### src/rtl/i2c_rate_pkg.sv
// Shared definitions for the I2C rate generator.
// Assumes the 8-bit rate setting layout: code in [7:6], index in [5:0].
package i2c_rate_pkg;

    localparam int FREQ_W    = 8;
    localparam int IDX_W     = 6;
    localparam int NUM_HOLDS = 3;
    localparam int HOLD_SDA   = 0;
    localparam int HOLD_START = 1;
    localparam int HOLD_STOP  = 2;

    typedef enum logic [2:0] {
        ST_IDLE,
        ST_START,
        ST_LOW,
        ST_HIGH,
        ST_STOP
    } seq_state_t;

    // Left-shift amount for a scaling code; the reserved code acts as x1.
    function automatic logic [1:0] mul_shift(input logic [1:0] code);
        case (code)
            2'b01:   return 2'd1;
            2'b10:   return 2'd2;
            default: return 2'd0;
        endcase
    endfunction

    function automatic logic code_reserved(input logic [1:0] code);
        return code == 2'b11;
    endfunction

endpackage

### src/rtl/i2c_rate_scale.sv
// Scales the raw divider and the three raw hold counts by the factor that
// the scaling code selects, and splits the period into high and low phases.
// Assumes the counts fit CNT_W bits after a shift of up to two places.
module i2c_rate_scale
    import i2c_rate_pkg::*;
#(
    parameter int DIV_W  = 10,
    parameter int HOLD_W = 8,
    parameter int CNT_W  = DIV_W + 2
) (
    input  logic [1:0]                         mul_code,
    input  logic [DIV_W-1:0]                   div_raw,
    input  logic [NUM_HOLDS-1:0][HOLD_W-1:0]   hold_raw,
    output logic [CNT_W-1:0]                   period,
    output logic [CNT_W-1:0]                   hi_len,
    output logic [CNT_W-1:0]                   lo_len,
    output logic [NUM_HOLDS-1:0][CNT_W-1:0]    hold_len
);

    logic [1:0] sh;

    // Purpose: period scaling and the phase split (extra clock goes low).
    always_comb begin
        sh     = mul_shift(mul_code);
        period = CNT_W'(div_raw) << sh;
        hi_len = period >> 1;
        lo_len = period - hi_len;
    end

    // One identical scaler per hold count.
    for (genvar g = 0; g < NUM_HOLDS; g++) begin : g_hold
        assign hold_len[g] = CNT_W'(hold_raw[g]) << sh;
    end

endmodule

### src/rtl/i2c_rate_cfg.sv
// Holds the active rate setting and a parked copy for writes that arrive
// during a transfer. Raises a sticky flag when the reserved code is loaded.
// Assumes idle and done come from the sequencer of the same block.
module i2c_rate_cfg
    import i2c_rate_pkg::*;
(
    input  logic              clk,
    input  logic              rst_n,
    input  logic              wr,
    input  logic [FREQ_W-1:0] wdata,
    input  logic              idle,
    input  logic              done,
    output logic [FREQ_W-1:0] act,
    output logic              err
);

    logic [FREQ_W-1:0] pend_q;
    logic              pend_v;
    logic              load;
    logic [FREQ_W-1:0] load_val;

    // Purpose: choose what, if anything, becomes active at this edge.
    always_comb begin
        load     = 1'b0;
        load_val = act;
        if (wr && idle) begin
            load     = 1'b1;
            load_val = wdata;
        end else if (done) begin
            load     = wr || pend_v;
            load_val = wr ? wdata : pend_q;
        end
    end

    // Purpose: active setting and sticky reserved-code flag.
    always_ff @(posedge clk) begin
        if (!rst_n) begin
            act <= '0;
            err <= 1'b0;
        end else if (load) begin
            act <= load_val;
            err <= err | code_reserved(load_val[FREQ_W-1 -: 2]);
        end
    end

    // Purpose: park a write made during a transfer until the stop ends.
    always_ff @(posedge clk) begin
        if (!rst_n) begin
            pend_q <= '0;
            pend_v <= 1'b0;
        end else if (done) begin
            pend_v <= 1'b0;
        end else if (wr && !idle) begin
            pend_q <= wdata;
            pend_v <= 1'b1;
        end
    end

endmodule

### src/rtl/i2c_rate_seq.sv
// Sequences start, the free-running clock and stop. All lengths arrive
// already scaled and must be at least 1 (the period at least 2).
module i2c_rate_seq
    import i2c_rate_pkg::*;
#(
    parameter int CNT_W = 12
) (
    input  logic             clk,
    input  logic             rst_n,
    input  logic             cmd_start,
    input  logic             cmd_stop,
    input  logic [CNT_W-1:0] hi_len,
    input  logic [CNT_W-1:0] lo_len,
    input  logic [CNT_W-1:0] sta_len,
    input  logic [CNT_W-1:0] sto_len,
    output logic             scl,
    output logic             sda,
    output logic             idle,
    output logic             done,
    output logic             scl_fall
);

    seq_state_t       state;
    logic [CNT_W-1:0] cnt;
    logic             cnt_zero;
    logic             stop_pend;
    logic             stop_go;

    // Purpose: decode terminal count and edge events for neighbours.
    always_comb begin
        cnt_zero = cnt == '0;
        stop_go  = stop_pend | cmd_stop;
        idle     = state == ST_IDLE;
        done     = (state == ST_STOP) && cnt_zero;
        scl_fall = cnt_zero && ((state == ST_START) || (state == ST_HIGH));
    end

    // Purpose: state, phase counter and line levels.
    always_ff @(posedge clk) begin
        if (!rst_n) begin
            state <= ST_IDLE;
            cnt   <= '0;
            scl   <= 1'b1;
            sda   <= 1'b1;
        end else begin
            case (state)
                ST_IDLE: begin
                    if (cmd_start) begin
                        state <= ST_START;
                        sda   <= 1'b0;
                        cnt   <= sta_len - 1'b1;
                    end
                end
                ST_START: begin
                    if (cnt_zero) begin
                        state <= ST_LOW;
                        scl   <= 1'b0;
                        cnt   <= lo_len - 1'b1;
                    end else begin
                        cnt <= cnt - 1'b1;
                    end
                end
                ST_LOW: begin
                    if (cnt_zero) begin
                        scl <= 1'b1;
                        if (stop_go) begin
                            state <= ST_STOP;
                            cnt   <= sto_len - 1'b1;
                        end else begin
                            state <= ST_HIGH;
                            cnt   <= hi_len - 1'b1;
                        end
                    end else begin
                        cnt <= cnt - 1'b1;
                    end
                end
                ST_HIGH: begin
                    if (cnt_zero) begin
                        state <= ST_LOW;
                        scl   <= 1'b0;
                        cnt   <= lo_len - 1'b1;
                    end else begin
                        cnt <= cnt - 1'b1;
                    end
                end
                ST_STOP: begin
                    if (cnt_zero) begin
                        state <= ST_IDLE;
                        sda   <= 1'b1;
                    end else begin
                        cnt <= cnt - 1'b1;
                    end
                end
                default: begin
                    state <= ST_IDLE;
                    scl   <= 1'b1;
                    sda   <= 1'b1;
                end
            endcase
        end
    end

    // Purpose: remember a stop request until the low phase ends.
    always_ff @(posedge clk) begin
        if (!rst_n) begin
            stop_pend <= 1'b0;
        end else if (state == ST_IDLE || state == ST_STOP) begin
            stop_pend <= 1'b0;
        end else if (cmd_stop) begin
            stop_pend <= 1'b1;
        end
    end

endmodule

### src/rtl/i2c_rate_holdtmr.sv
// Counts the scaled data hold from each clock falling edge and emits a
// one-cycle strobe when it has elapsed. A new falling edge restarts it.
// Assumes the hold length is at least 1.
module i2c_rate_holdtmr #(
    parameter int CNT_W = 12
) (
    input  logic             clk,
    input  logic             rst_n,
    input  logic             scl_fall,
    input  logic [CNT_W-1:0] hold_len,
    output logic             strobe
);

    logic             active;
    logic [CNT_W-1:0] cnt;

    // Purpose: hold countdown and strobe register.
    always_ff @(posedge clk) begin
        if (!rst_n) begin
            active <= 1'b0;
            cnt    <= '0;
            strobe <= 1'b0;
        end else begin
            strobe <= active && (cnt == '0);
            if (scl_fall) begin
                active <= 1'b1;
                cnt    <= hold_len - 1'b1;
            end else if (active) begin
                if (cnt == '0) begin
                    active <= 1'b0;
                end else begin
                    cnt <= cnt - 1'b1;
                end
            end
        end
    end

endmodule

### src/rtl/i2c_rate_gen.sv
// Top of the I2C bit-rate and hold-time generator. Presents the active index
// to an outside lookup, scales its answers and times the clock line, start,
// stop and the data-change strobe. Assumes the lookup answers in the same
// cycle, the divider is at least 2, every hold is at least 1 and HOLD_W <= DIV_W.
module i2c_rate_gen
    import i2c_rate_pkg::*;
#(
    parameter int DIV_W  = 10,
    parameter int HOLD_W = 8
) (
    input  logic              clk,
    input  logic              rst_n,
    input  logic              freq_wr,
    input  logic [7:0]        freq_wdata,
    input  logic              cmd_start,
    input  logic              cmd_stop,
    output logic [5:0]        rate_idx,
    input  logic [DIV_W-1:0]  lut_div,
    input  logic [HOLD_W-1:0] lut_sda_hold,
    input  logic [HOLD_W-1:0] lut_start_hold,
    input  logic [HOLD_W-1:0] lut_stop_hold,
    output logic              scl_o,
    output logic              sda_o,
    output logic              sda_chg,
    output logic              mul_err
);

    localparam int CNT_W = DIV_W + 2;

    logic [FREQ_W-1:0]                freq_act;
    logic                             seq_idle;
    logic                             seq_done;
    logic                             seq_fall;
    logic [NUM_HOLDS-1:0][HOLD_W-1:0] hold_raw;
    logic [NUM_HOLDS-1:0][CNT_W-1:0]  hold_len;
    logic [CNT_W-1:0]                 period;
    logic [CNT_W-1:0]                 hi_len;
    logic [CNT_W-1:0]                 lo_len;

    assign rate_idx = freq_act[IDX_W-1:0];

    // Purpose: gather the raw holds in the scaler's index order.
    always_comb begin
        hold_raw[HOLD_SDA]   = lut_sda_hold;
        hold_raw[HOLD_START] = lut_start_hold;
        hold_raw[HOLD_STOP]  = lut_stop_hold;
    end

    i2c_rate_cfg u_cfg (
        .clk   (clk),
        .rst_n (rst_n),
        .wr    (freq_wr),
        .wdata (freq_wdata),
        .idle  (seq_idle),
        .done  (seq_done),
        .act   (freq_act),
        .err   (mul_err)
    );

    i2c_rate_scale #(
        .DIV_W  (DIV_W),
        .HOLD_W (HOLD_W),
        .CNT_W  (CNT_W)
    ) u_scale (
        .mul_code (freq_act[FREQ_W-1 -: 2]),
        .div_raw  (lut_div),
        .hold_raw (hold_raw),
        .period   (period),
        .hi_len   (hi_len),
        .lo_len   (lo_len),
        .hold_len (hold_len)
    );

    i2c_rate_seq #(
        .CNT_W (CNT_W)
    ) u_seq (
        .clk       (clk),
        .rst_n     (rst_n),
        .cmd_start (cmd_start),
        .cmd_stop  (cmd_stop),
        .hi_len    (hi_len),
        .lo_len    (lo_len),
        .sta_len   (hold_len[HOLD_START]),
        .sto_len   (hold_len[HOLD_STOP]),
        .scl       (scl_o),
        .sda       (sda_o),
        .idle      (seq_idle),
        .done      (seq_done),
        .scl_fall  (seq_fall)
    );

    i2c_rate_holdtmr #(
        .CNT_W (CNT_W)
    ) u_hold (
        .clk      (clk),
        .rst_n    (rst_n),
        .scl_fall (seq_fall),
        .hold_len (hold_len[HOLD_SDA]),
        .strobe   (sda_chg)
    );

endmodule

### config.mk
export PLATFORM = sky130hd
export DESIGN_NAME = i2c_rate_gen
export DESIGN_NICKNAME = d
export VERILOG_FILES = /design/src/rtl/i2c_rate_pkg.sv /design/src/rtl/i2c_rate_scale.sv /design/src/rtl/i2c_rate_cfg.sv /design/src/rtl/i2c_rate_seq.sv /design/src/rtl/i2c_rate_holdtmr.sv /design/src/rtl/i2c_rate_gen.sv
export SDC_FILE = /design/constraint.sdc
export NUM_CORES = 1
export LEC_CHECK = 0
export BUFFER_PORTS_ARGS = -buffer_cell sky130_fd_sc_hd__buf_2
export CAP_MARGIN = 20
export CORE_ASPECT_RATIO = 0.75
export CORE_MARGIN = 1
export CORE_UTILIZATION = 61
export DETAILED_ROUTE_END_ITERATION = 12
export PLACE_DENSITY = 0.82
export SYNTH_ARGS = -nofsm -noshare
export SYNTH_HDL_FRONTEND = slang
export SYNTH_SLANG_ARGS = --single-unit
### constraint.sdc
create_clock -name clk -period 3.8 [get_ports clk]
set_input_delay 0.57 -clock clk [delete_from_list [all_inputs] [get_ports clk]]
set_output_delay 0.57 -clock clk [all_outputs]
set_load 0.02 [all_outputs]
==> flow_metrics.tcl, run 1 <==
set metrics [dict create \
    status "finished clean" \
    io_buffer_count 56 \
    cts-root-buf "clkbuf_16" \
    drive_above_1_share_pct 16.0 \
    hold_start "u_hold.active$_SDFF_PN0_" \
    path_clk_slew_ps 70 \
    chipWidth_um 114 \
    drt_wl_total_um 17400 \
    async_flop_share_pct 0 \
    worstPathMaxFanout 37 \
    final_antenna_net_count 0 \
    drtIter0Drc 848 \
    path_cells "mux2i_1, o21ai_1, inv_1, ha_1, nor2_1, o21ai_0, a211oi_1, o21ai_1, a211oi_1, nor3_1, o31ai_1, a21oi_1" \
    n_antenna_cell 0 \
    syn_area_um2 5700 \
    crit_arrival_ps 3740 \
    rsz0062_at_grt "no" \
    regArea_um2 1000 \
    r2r_slack_ps 240 \
    synth_seq_area_share_pct 17.6 \
    hpwl_um 13000 \
    drt_pass1_iterations 5 \
    grt_pass1_wl_um 28100 \
    power_density_nw_per_um2 446 \
    start_util_pct 63.0 \
    grtUsageTotal_pct 36.4 \
    critPathRequiredTime_ps 3980 \
    min_period_over_period_pct 93.7 \
    routed_via_density 6.59 \
    hold_path.class "reg -> reg" \
    dp_cells 915 \
    final_cell_area_um2 6100 \
    post_cts_buffers 0 \
    cts_sinks 50 \
    grt-ovfl-total 0 \
    synth_edf_count 0 \
    hold_depth 2 \
    final_cells 923 \
    h-tree-depth 2 \
    finalSetupTns_ps 0 \
    yosys_warnings 0 \
    r2r_start "u_cfg.act[7]$_SDFFE_PN0P_" \
    netlist_instances 779 \
    placed_area_um2 5930 \
    leakagePower_nw 2.39 \
    finalHoldWorstSlack_ps 440 \
    hold_viol_final 0 \
    finalSetupViolations 0 \
    fp.dieH_um 85.7 \
    die_area_um2 9740 \
    finClkSkew_ps 6.29 \
    post-route-min-period_ps 3560 \
    vdd_drop_max_mv 0.235 \
    synth_seq_cells 50 \
    num-nets-final 857 \
    crit_slowest_cell "dfxtp_2" \
    grt_pass1_vias 5338 \
    num_io_pins 57 \
    fill_cells 768 \
    worstRegToRegCells 12 \
    wl_per_cell_um 18.9 \
    clock.fmax_mhz 281 \
    cts_tree "yes" \
    cts.hold.buffers_added 0 \
    critPathMaxStageDelay_ps 800 \
    synth.avg_cell_area_um2 7.32 \
    synth_cell_type_count 87 \
    drv_slew 0 \
    synth_ff_type "dfxtp_1" \
    hold_end "u_hold.strobe$_SDFF_PN0_" \
    start_kind "flip-flop" \
    grt_max_degree 38 \
    worstSetupEndpointType "flip-flop" \
    syn_nets 842 \
    post-place-ws_ps 333 \
    numCtsBuffers 5 \
    row_count 30 \
    slew-limit-headroom_pct 44.5 \
    antenna_found_initial 0 \
    layout_setup_ws_ps 241 \
    tightestPinTransition_ps 827 \
    r2r-end "u_seq.cnt[11]$_SDFFE_PN0P_" \
    design.core.area_um2 9050 \
    cts_resized 0 \
    clk_path_buf_depth 2 \
    clock_latency_ps 300 \
    dr_total_vias 6078 \
    multi_input_area_um2 4230 \
    synthToLayoutAreaGrowth_pct 7.00 \
    drv_cap 0 \
    drc_errors 0 \
    critical_path_class "reg -> reg" \
    place_congestion 0.987 \
]
[power by group]
group          leakage (nW)  switching (W)  internal, W
Clock                0.0771       0.000209     0.000311
Combinational          1.91       0.000916     0.000600
Sequential            0.410      0.0000958     0.000587
[area by class of cell]
type                    instances  area share [%]
flip-flops and latches         50            16.5
repair buffers                 75            6.93
clock inverters                 2           0.615
clock buffers                   6            2.11
inverters                      31            1.91
well taps                     128            2.63
multi-input cells             631            69.4
[Yosys cell counts (4+ instances only)]
cell / instances / area (um^2)
nand2_1: 75 / 282
nor2_1: 69 / 259
a21oi_1: 56 / 280
dfxtp_1: 50 / 1000
mux2i_1: 47 / 470
o21ai_0: 46 / 230
nand3_1: 34 / 170
clkbuf_1: 30 / 113
inv_1: 29 / 109
xnor2_1: 29 / 254
buf_2: 20 / 100
o211ai_1: 17 / 128
ha_1: 16 / 200
xor2_1: 16 / 140
a211oi_1: 15 / 113
a31oi_1: 14 / 87.6
nor3_1: 13 / 65.1
buf_4: 10 / 75.1
nand2b_1: 10 / 62.6
o22ai_1: 10 / 62.6
or2_2: 10 / 62.6
o21ai_1: 9 / 45.0
and2_1: 7 / 43.8
nand4_1: 7 / 43.8
nor4_1: 7 / 43.8
and3_1: 6 / 37.5
a22oi_1: 5 / 37.5
buf_6: 5 / 56.3
mux2_2: 5 / 56.3
nor3b_1: 5 / 37.5
o31ai_1: 5 / 37.5
o32ai_1: 5 / 43.8
a211o_1: 4 / 35.0
a21o_1: 4 / 30.0
o21bai_1: 4 / 30.0
or2_1: 4 / 25.0
[cell families (layout without fill, tap and decap cells)]
| kind of cell | after synthesis | in the layout | share of synthesized area (%) |
|---|---|---|---|
| AO/OA/AOI/OAI | 236 | 236 | 27.6 |
| AND/OR/NAND/NOR | 278 | 278 | 25.5 |
| buffers and inverters | 98 | 114 | 8.23 |
| adder cells (fa/ha/maj) | 16 | 16 | 3.51 |
| multiplexers | 56 | 56 | 10.7 |
| flip-flops | 50 | 50 | 17.6 |
| XOR/XNOR | 45 | 45 | 6.91 |
[per-layer routing]
metal,GRT usage (%),share of wire [%]
met5,0,0
met3,9.75,13
met1,55.8,45
met4,8.97,1.7
met2,49.1,40
[worst max path at each step]
stage,end,startpoint
after global routing,u_seq.cnt[11]$_SDFFE_PN0P_,u_cfg.act[7]$_SDFFE_PN0P_
after detailed placement,u_seq.cnt[11]$_SDFFE_PN0P_,lut_div[1]
after global placement,u_seq.cnt[10]$_SDFFE_PN0P_,u_cfg.act[7]$_SDFFE_PN0P_
after CTS,u_seq.cnt[10]$_SDFFE_PN0P_,u_cfg.act[7]$_SDFFE_PN0P_
after floorplan,u_seq.cnt[11]$_SDFFE_PN0P_,u_cfg.act[7]$_SDFFE_PN0P_
final,u_seq.cnt[11]$_SDFFE_PN0P_,u_cfg.act[7]$_SDFFE_PN0P_
[through the flow]
stage	total power [W]	utilization (%)
floorplan	0.00183	-
global placement	0.00211	65.6
detailed placement	0.00215	65.6
CTS	0.00267	67.4
global route	0.00288	67.4
finish	0.00272	67.4
[state kept, by name, indices dropped and copies added (netlist names)]
signal	flops
u_hold.cnt	12
u_seq.cnt	12
u_cfg.act	8
u_cfg.pend_q	8
u_seq.state	3
u_cfg.err	1
u_cfg.pend_v	1
u_hold.active	1
u_hold.strobe	1
u_seq.scl	1
u_seq.sda	1
u_seq.stop_pend	1
[placed cells by master (no fill, tap or decap), types with 10 or more instances in the layout]
cell type  netlist  final
a211oi_1        15     15
a21oi_1         56     56
a31oi_1         14     14
buf_2           20     56
buf_4           10     19
dfxtp_1         50     48
ha_1            16     16
inv_1           29     29
mux2i_1         47     47
nand2_1         75     75
nand2b_1        10     10
nand3_1         34     34
nor2_1          69     69
nor3_1          13     13
o211ai_1        17     17
o21ai_0         46     46
o22ai_1         10     10
or2_2           10     10
xnor2_1         29     29
xor2_1          16     16
[worst max-delay path, delay by kind of cell, from the launching register on]
family,cells,cell delay [ps]
and+or+nand+nor,2,210
adders and majority gates,1,260
AOI/OAI and AO/OA,7,1940
DFF,1,800
buffers and inverters,1,70
muxes,1,160
(Power assumes the default switching activity.)
==> run 2, diff against run 1 <==
- CORE_UTILIZATION: 61 -> 66
- PLACE_DENSITY: 0.82 -> 0.88
- SETUP_SLACK_MARGIN: default -> 0.15
- clock period: 3.8 -> 4.4 ns (I/O delays scaled with it)
==> run 2 against run 1 <==
Sequential share of layout area grew 0.30 points; sequential power fell by 15%; final area shrank 1.8%; wire length is 0.78% lower; first-iteration DRC count up 21%; utilization grew 6.3 points; critical endpoint unchanged; largest power group unchanged.
==> flow_metrics.tcl, run 2 (same netlist as run 1, synthesis figures left out) <==
set metrics [dict create \
    path_cells "buf_4, nor2_1, a211o_1, o31ai_1, inv_1, ha_1, and2_1, nand2_1, a21oi_1, a41o_1, a211oi_1, and4_1, o31ai_1, a21oi_1" \
    grt_pass1_wl_um 27400 \
    cts_sinks 50 \
    drt_pass1_iterations 6 \
    hold_depth 2 \
    drv_slew 0 \
    cts-root-buf "clkbuf_16" \
    numCtsBuffers 5 \
    cts.hold.buffers_added 0 \
    cts_tree "yes" \
    mostFrequentLayoutCells "nand2_1, nor2_1, a21oi_1, buf_2, dfxtp_1" \
    finalSetupViolations 0 \
    dr_total_vias 6179 \
    fp.dieH_um 82.5 \
    chipWidth_um 109 \
    place_congestion 0.982 \
    hold_end "u_cfg.pend_q[6]$_SDFFE_PN0P_" \
    worstPathMaxFanout 33 \
    drc_errors 0 \
    rsz0062_at_grt "no" \
    synthToLayoutAreaGrowth_pct 5.09 \
    post_cts_buffers 0 \
    critPathRequiredTime_ps 4620 \
    clk_path_buf_depth 2 \
    crit_arrival_ps 3880 \
    tightestPinTransition_ps 1060 \
    finClkSkew_ps 7.86 \
    drtIter0Drc 1029 \
    status "finished clean" \
    hold_viol_final 0 \
    grt_pass1_vias 5356 \
    finalHoldWorstSlack_ps 465 \
    hold_path.class "reg -> reg" \
    cts_resized 0 \
    r2r-end "u_seq.cnt[11]$_SDFFE_PN0P_" \
    finalSetupTns_ps 0 \
    worstRegToRegCells 14 \
    grt-ovfl-total 0 \
    slew-limit-headroom_pct 29.5 \
    critical_path_class "reg -> reg" \
    crit_slowest_cell "dfxtp_2" \
    drt_wl_total_um 17300 \
    power_density_nw_per_um2 383 \
    final_antenna_net_count 0 \
    routed_via_density 6.94 \
    drive_above_1_share_pct 15.0 \
    grt_max_degree 47 \
    critPathMaxStageDelay_ps 530 \
    post-route-min-period_ps 3660 \
    r2r_start "u_cfg.act[7]$_SDFFE_PN0P_" \
    placed_area_um2 5830 \
    start_kind "flip-flop" \
    grtUsageTotal_pct 39.6 \
    final_cell_area_um2 5990 \
    clock.fmax_mhz 273 \
    final_common_cell "nand2_1" \
    start_util_pct 70.1 \
    power_w 0.00229 \
    antenna_found_initial 0 \
    n_antenna_cell 0 \
    io_buffer_count 56 \
    wl_per_cell_um 19.4 \
    leakagePower_nw 2.35 \
    min_period_over_period_pct 83.2 \
    design.core.area_um2 8130 \
    hold_start "u_cfg.pend_q[6]$_SDFFE_PN0P_" \
    drv_cap 0 \
    row_count 28 \
    clock_latency_ps 300 \
    path_clk_slew_ps 70 \
    vdd_drop_max_mv 0.260 \
    h-tree-depth 2 \
    top_regs "u_hold.cnt x12, u_seq.cnt x12" \
    worstSetupEndpointType "flip-flop" \
    r2r_slack_ps 740 \
    num-nets-final 847 \
    die_area_um2 9020 \
    hpwl_um 12800 \
    num_io_pins 57 \
]
-- run 2: how the worst max path moves through the flow --
stage,start,endpoint,slack (ps),cells past startpoint
after floorplan,u_cfg.act[7]$_SDFFE_PN0P_,u_seq.cnt[11]$_SDFFE_PN0P_,920,18
after global placement,lut_div[1],u_seq.cnt[10]$_SDFFE_PN0P_,880,13
after detailed placement,lut_div[1],u_seq.cnt[10]$_SDFFE_PN0P_,610,13
after CTS,u_cfg.act[7]$_SDFFE_PN0P_,u_seq.cnt[11]$_SDFFE_PN0P_,810,14
after global routing,u_cfg.act[7]$_SDFFE_PN0P_,u_seq.cnt[11]$_SDFFE_PN0P_,500,14
final,u_cfg.act[7]$_SDFFE_PN0P_,u_seq.cnt[11]$_SDFFE_PN0P_,740,14
-- run 2: cell type report --
| cell class | instances | area (um^2) |
|---|---|---|
| multi-input cells | 631 | 4230 |
| fillers | 658 | 2140 |
| flip-flops and latches | 50 | 1000 |
| repair buffers | 65 | 348 |
| clock buffers | 7 | 153 |
| well taps | 105 | 131 |
| inverters | 31 | 116 |
| clock inverters | 1 | 8.76 |
-- run 2: per-layer routing --
layer | GRT usage [%] | vias up | part of all wire [%]
li1 | - | 2859 | -
met2 | 57.0 | 434 | 40
met1 | 56.8 | 2827 | 43
met5 | 0 | - | 0
met3 | 11.4 | 59 | 14
met4 | 11.3 | 0 | 2.4
-- run 2: stage by stage --
| step | cells | util [%] | setup slack [ps] |
|---|---|---|---|
| final | 890 | 73.7 | 738 |
| after global routing | 890 | 73.7 | 496 |
| after CTS | 890 | 73.7 | 809 |
| after detailed placement | 882 | 71.7 | 610 |
| after global placement | 882 | 71.7 | 881 |
| after floorplan | 779 | - | 917 |
-- run 2: power by group --
group	leakage (nW)	internal, W	switching [W]	total [W]
combinational	1.86	0.000505	0.000786	0.00129
sequential	0.410	0.000507	0.0000749	0.000582
clock	0.0801	0.000243	0.000176	0.000419
total	2.35	0.00126	0.00104	0.00229
-- run 2: critical path: cells and delay by family, from the launching register on --
kind	cells	cell delay, ps
buffers and inverters	2	500
AO/OA/AOI/OAI	7	1400
adder cells (fa/ha/maj)	1	350
flip-flops	1	530
AND/OR/NAND/NOR	4	770
==> run 3, diff against run 2 <==
- CORE_UTILIZATION: 66 -> 55
- PLACE_DENSITY: 0.88 -> 0.78
- clock period: 4.4 -> 3.22 ns (I/O delays scaled with it)
==> run 3 against run 2 <==
Critical path depth down 1; via count fell by 0.31%; global-route usage shrank 6.2 points; clock power increased by 28%; worst setup slack got worse by 480 ps; die area grew 20%; register-to-register slack worse by 480 ps; count of clock-buffer cells in the layout decreased by 2; sequential power up 36%.
==> flow_metrics.tcl, run 3 (same netlist as run 1, synthesis figures left out) <==
set metrics [dict create \
    status "finished clean" \
    crit_arrival_ps 3190 \
    cts_tree "yes" \
    cts-root-buf "clkbuf_16" \
    start_kind "flip-flop" \
    comb_power_share_pct 58.9 \
    swShare_pct 45.7 \
    post-route-min-period_ps 2960 \
    slew-limit-headroom_pct 43.3 \
    fp.dieH_um 90.2 \
    r2r_slack_ps 260 \
    num_io_pins 57 \
    finalSetupTns_ps 0 \
    vdd_drop_max_mv 0.256 \
    mostFrequentLayoutCells "nand2_1, nor2_1, buf_2" \
    drv_slew 0 \
    drt_pass1_iterations 6 \
    final_common_cell "nand2_1" \
    grt_pass1_vias 5704 \
    clk_path_buf_depth 2 \
    clock_latency_ps 290 \
    antenna_found_initial 0 \
    critPathRequiredTime_ps 3450 \
    min_period_over_period_pct 92.0 \
    top_regs "u_hold.cnt x12, u_seq.cnt x12" \
    hold_end "u_hold.strobe$_SDFF_PN0_" \
    use_met2_pct 49.3 \
    power_w 0.00323 \
    start_util_pct 57.9 \
    leakagePower_nw 2.49 \
    drive_above_1_share_pct 19.9 \
    tightestPinTransition_ps 845 \
    finalSetupViolations 0 \
    hpwl_um 13600 \
    wl_per_cell_um 19.2 \
    routed_via_density 6.52 \
    final_antenna_net_count 0 \
    hold_viol_final 0 \
    r2r-end "u_seq.cnt[9]$_SDFFE_PN0P_" \
    drc_errors 0 \
    chipWidth_um 120 \
    r2r_start "u_cfg.act[7]$_SDFFE_PN0P_" \
    cts_sinks 50 \
    n_antenna_cell 0 \
    worstPathMaxFanout 14 \
    fill_cells 876 \
    multi_input_area_um2 4310 \
    use_met1_pct 47.6 \
    hold_depth 2 \
    dr_total_vias 6160 \
    grt-ovfl-total 0 \
    power_density_nw_per_um2 511 \
    design.core.area_um2 9850 \
    clock.fmax_mhz 337 \
    drv_cap 0 \
    seqPwrFrac_pct 24.5 \
    hold_start "u_hold.active$_SDFF_PN0_" \
    p_int_w 0.00175 \
    io_buffer_count 56 \
    synthToLayoutAreaGrowth_pct 10.7 \
    drt_wl_total_um 18100 \
    power.net_switching_w 0.00147 \
    worstSetupEndpointType "flip-flop" \
    top_usage_layer "met2" \
    drtIter0Drc 778 \
    path_clk_slew_ps 70 \
    h-tree-depth 2 \
    met3_usage_pct 10.5 \
    hold_path.class "reg -> reg" \
    critical_path_class "reg -> reg" \
    numCtsBuffers 5 \
    grt_max_degree 37 \
    num-nets-final 875 \
    die_area_um2 10800 \
    place_congestion 0.950 \
    power.share.clock_pct 16.6 \
    row_count 31 \
    grtUsageTotal_pct 33.4 \
    rsz0062_at_grt "yes" \
    grt_pass1_wl_um 29000 \
    crit_path_start "u_cfg.act[7]$_SDFFE_PN0P_" \
    regArea_um2 1010 \
    finClkSkew_ps 3.79 \
    worstRegToRegCells 13 \
]
-- run 3: repair_timing --
action / CTS / global route
hold endpoints to repair: 0 / 0
pin swaps: 0 / 2
buffers inserted: 0 / 4
resized for setup: 1 / 13
endpoints found under the setup margin: 4 / 10
hold buffers: 0 / 0
cloned: 0 / 0
-- run 3: how the worst max path moves through the flow --
stage,end,slack [ps],cells after the start
after floorplan,u_seq.cnt[11]$_SDFFE_PN0P_,150,17
after global placement,u_seq.cnt[11]$_SDFFE_PN0P_,200,14
after detailed placement,u_seq.cnt[11]$_SDFFE_PN0P_,70,14
after CTS,u_hold.cnt[6]$_SDFFE_PN0P_,220,12
after global routing,u_seq.cnt[9]$_SDFFE_PN0P_,130,13
final,u_seq.cnt[9]$_SDFFE_PN0P_,260,13
-- run 3: power by group through the flow --
stage	logic, W	clock network, W	registers (W)
5_1_grt	0.00207	0.000566	0.000798
4_1_cts	0.00181	0.000542	0.000790
3_5_place_dp	0.00180	0	0.000805
2_1_floorplan	0.00142	0	0.000764
6_report	0.00190	0.000536	0.000791
3_3_place_gp	0.00176	0	0.000801
-- run 3: final cells by class --
cell class	count	area share (%)
Sequential cell	50	16.0
Clock inverter	3	0.337
Inverter	31	1.84
Tap cell	132	2.62
Multi-Input combinational cell	631	68.2
Timing Repair Buffer	93	9.02
Clock buffer	5	1.98
-- run 3: critical path, stage by stage (launching register included) --
cell,delay (ps)
dfxtp_4,410
buf_6,170
or2_2,320
a31oi_2,270
inv_1,80
ha_1,330
and2_1,200
o21ai_2,160
o21ai_1,110
a211oi_2,320
buf_4,170
xnor2_1,110
nand2_1,80
a31oi_1,150
-- run 3: layer usage --
| metal | share of wire, % | wire length, um |
|---|---|---|
| met5 | 0 | 0 |
| met4 | 1.1 | 193 |
| met3 | 12 | 2190 |
| met2 | 42 | 7670 |
| met1 | 44 | 8060 |
-- run 3: through the flow --
stage                     utilization [%]  area (um^2)  hold WS, ps  std cells  setup WS [ps]
final                                64.1         6310          427        945            256
after global routing                 64.1         6310          454        945            135
after CTS                            63.2         6230          429        941            215
after detailed placement             61.7         6080          418        933           75.0
after global placement               61.7         6080          418        933            202
after floorplan                         -         5760          410        779            148
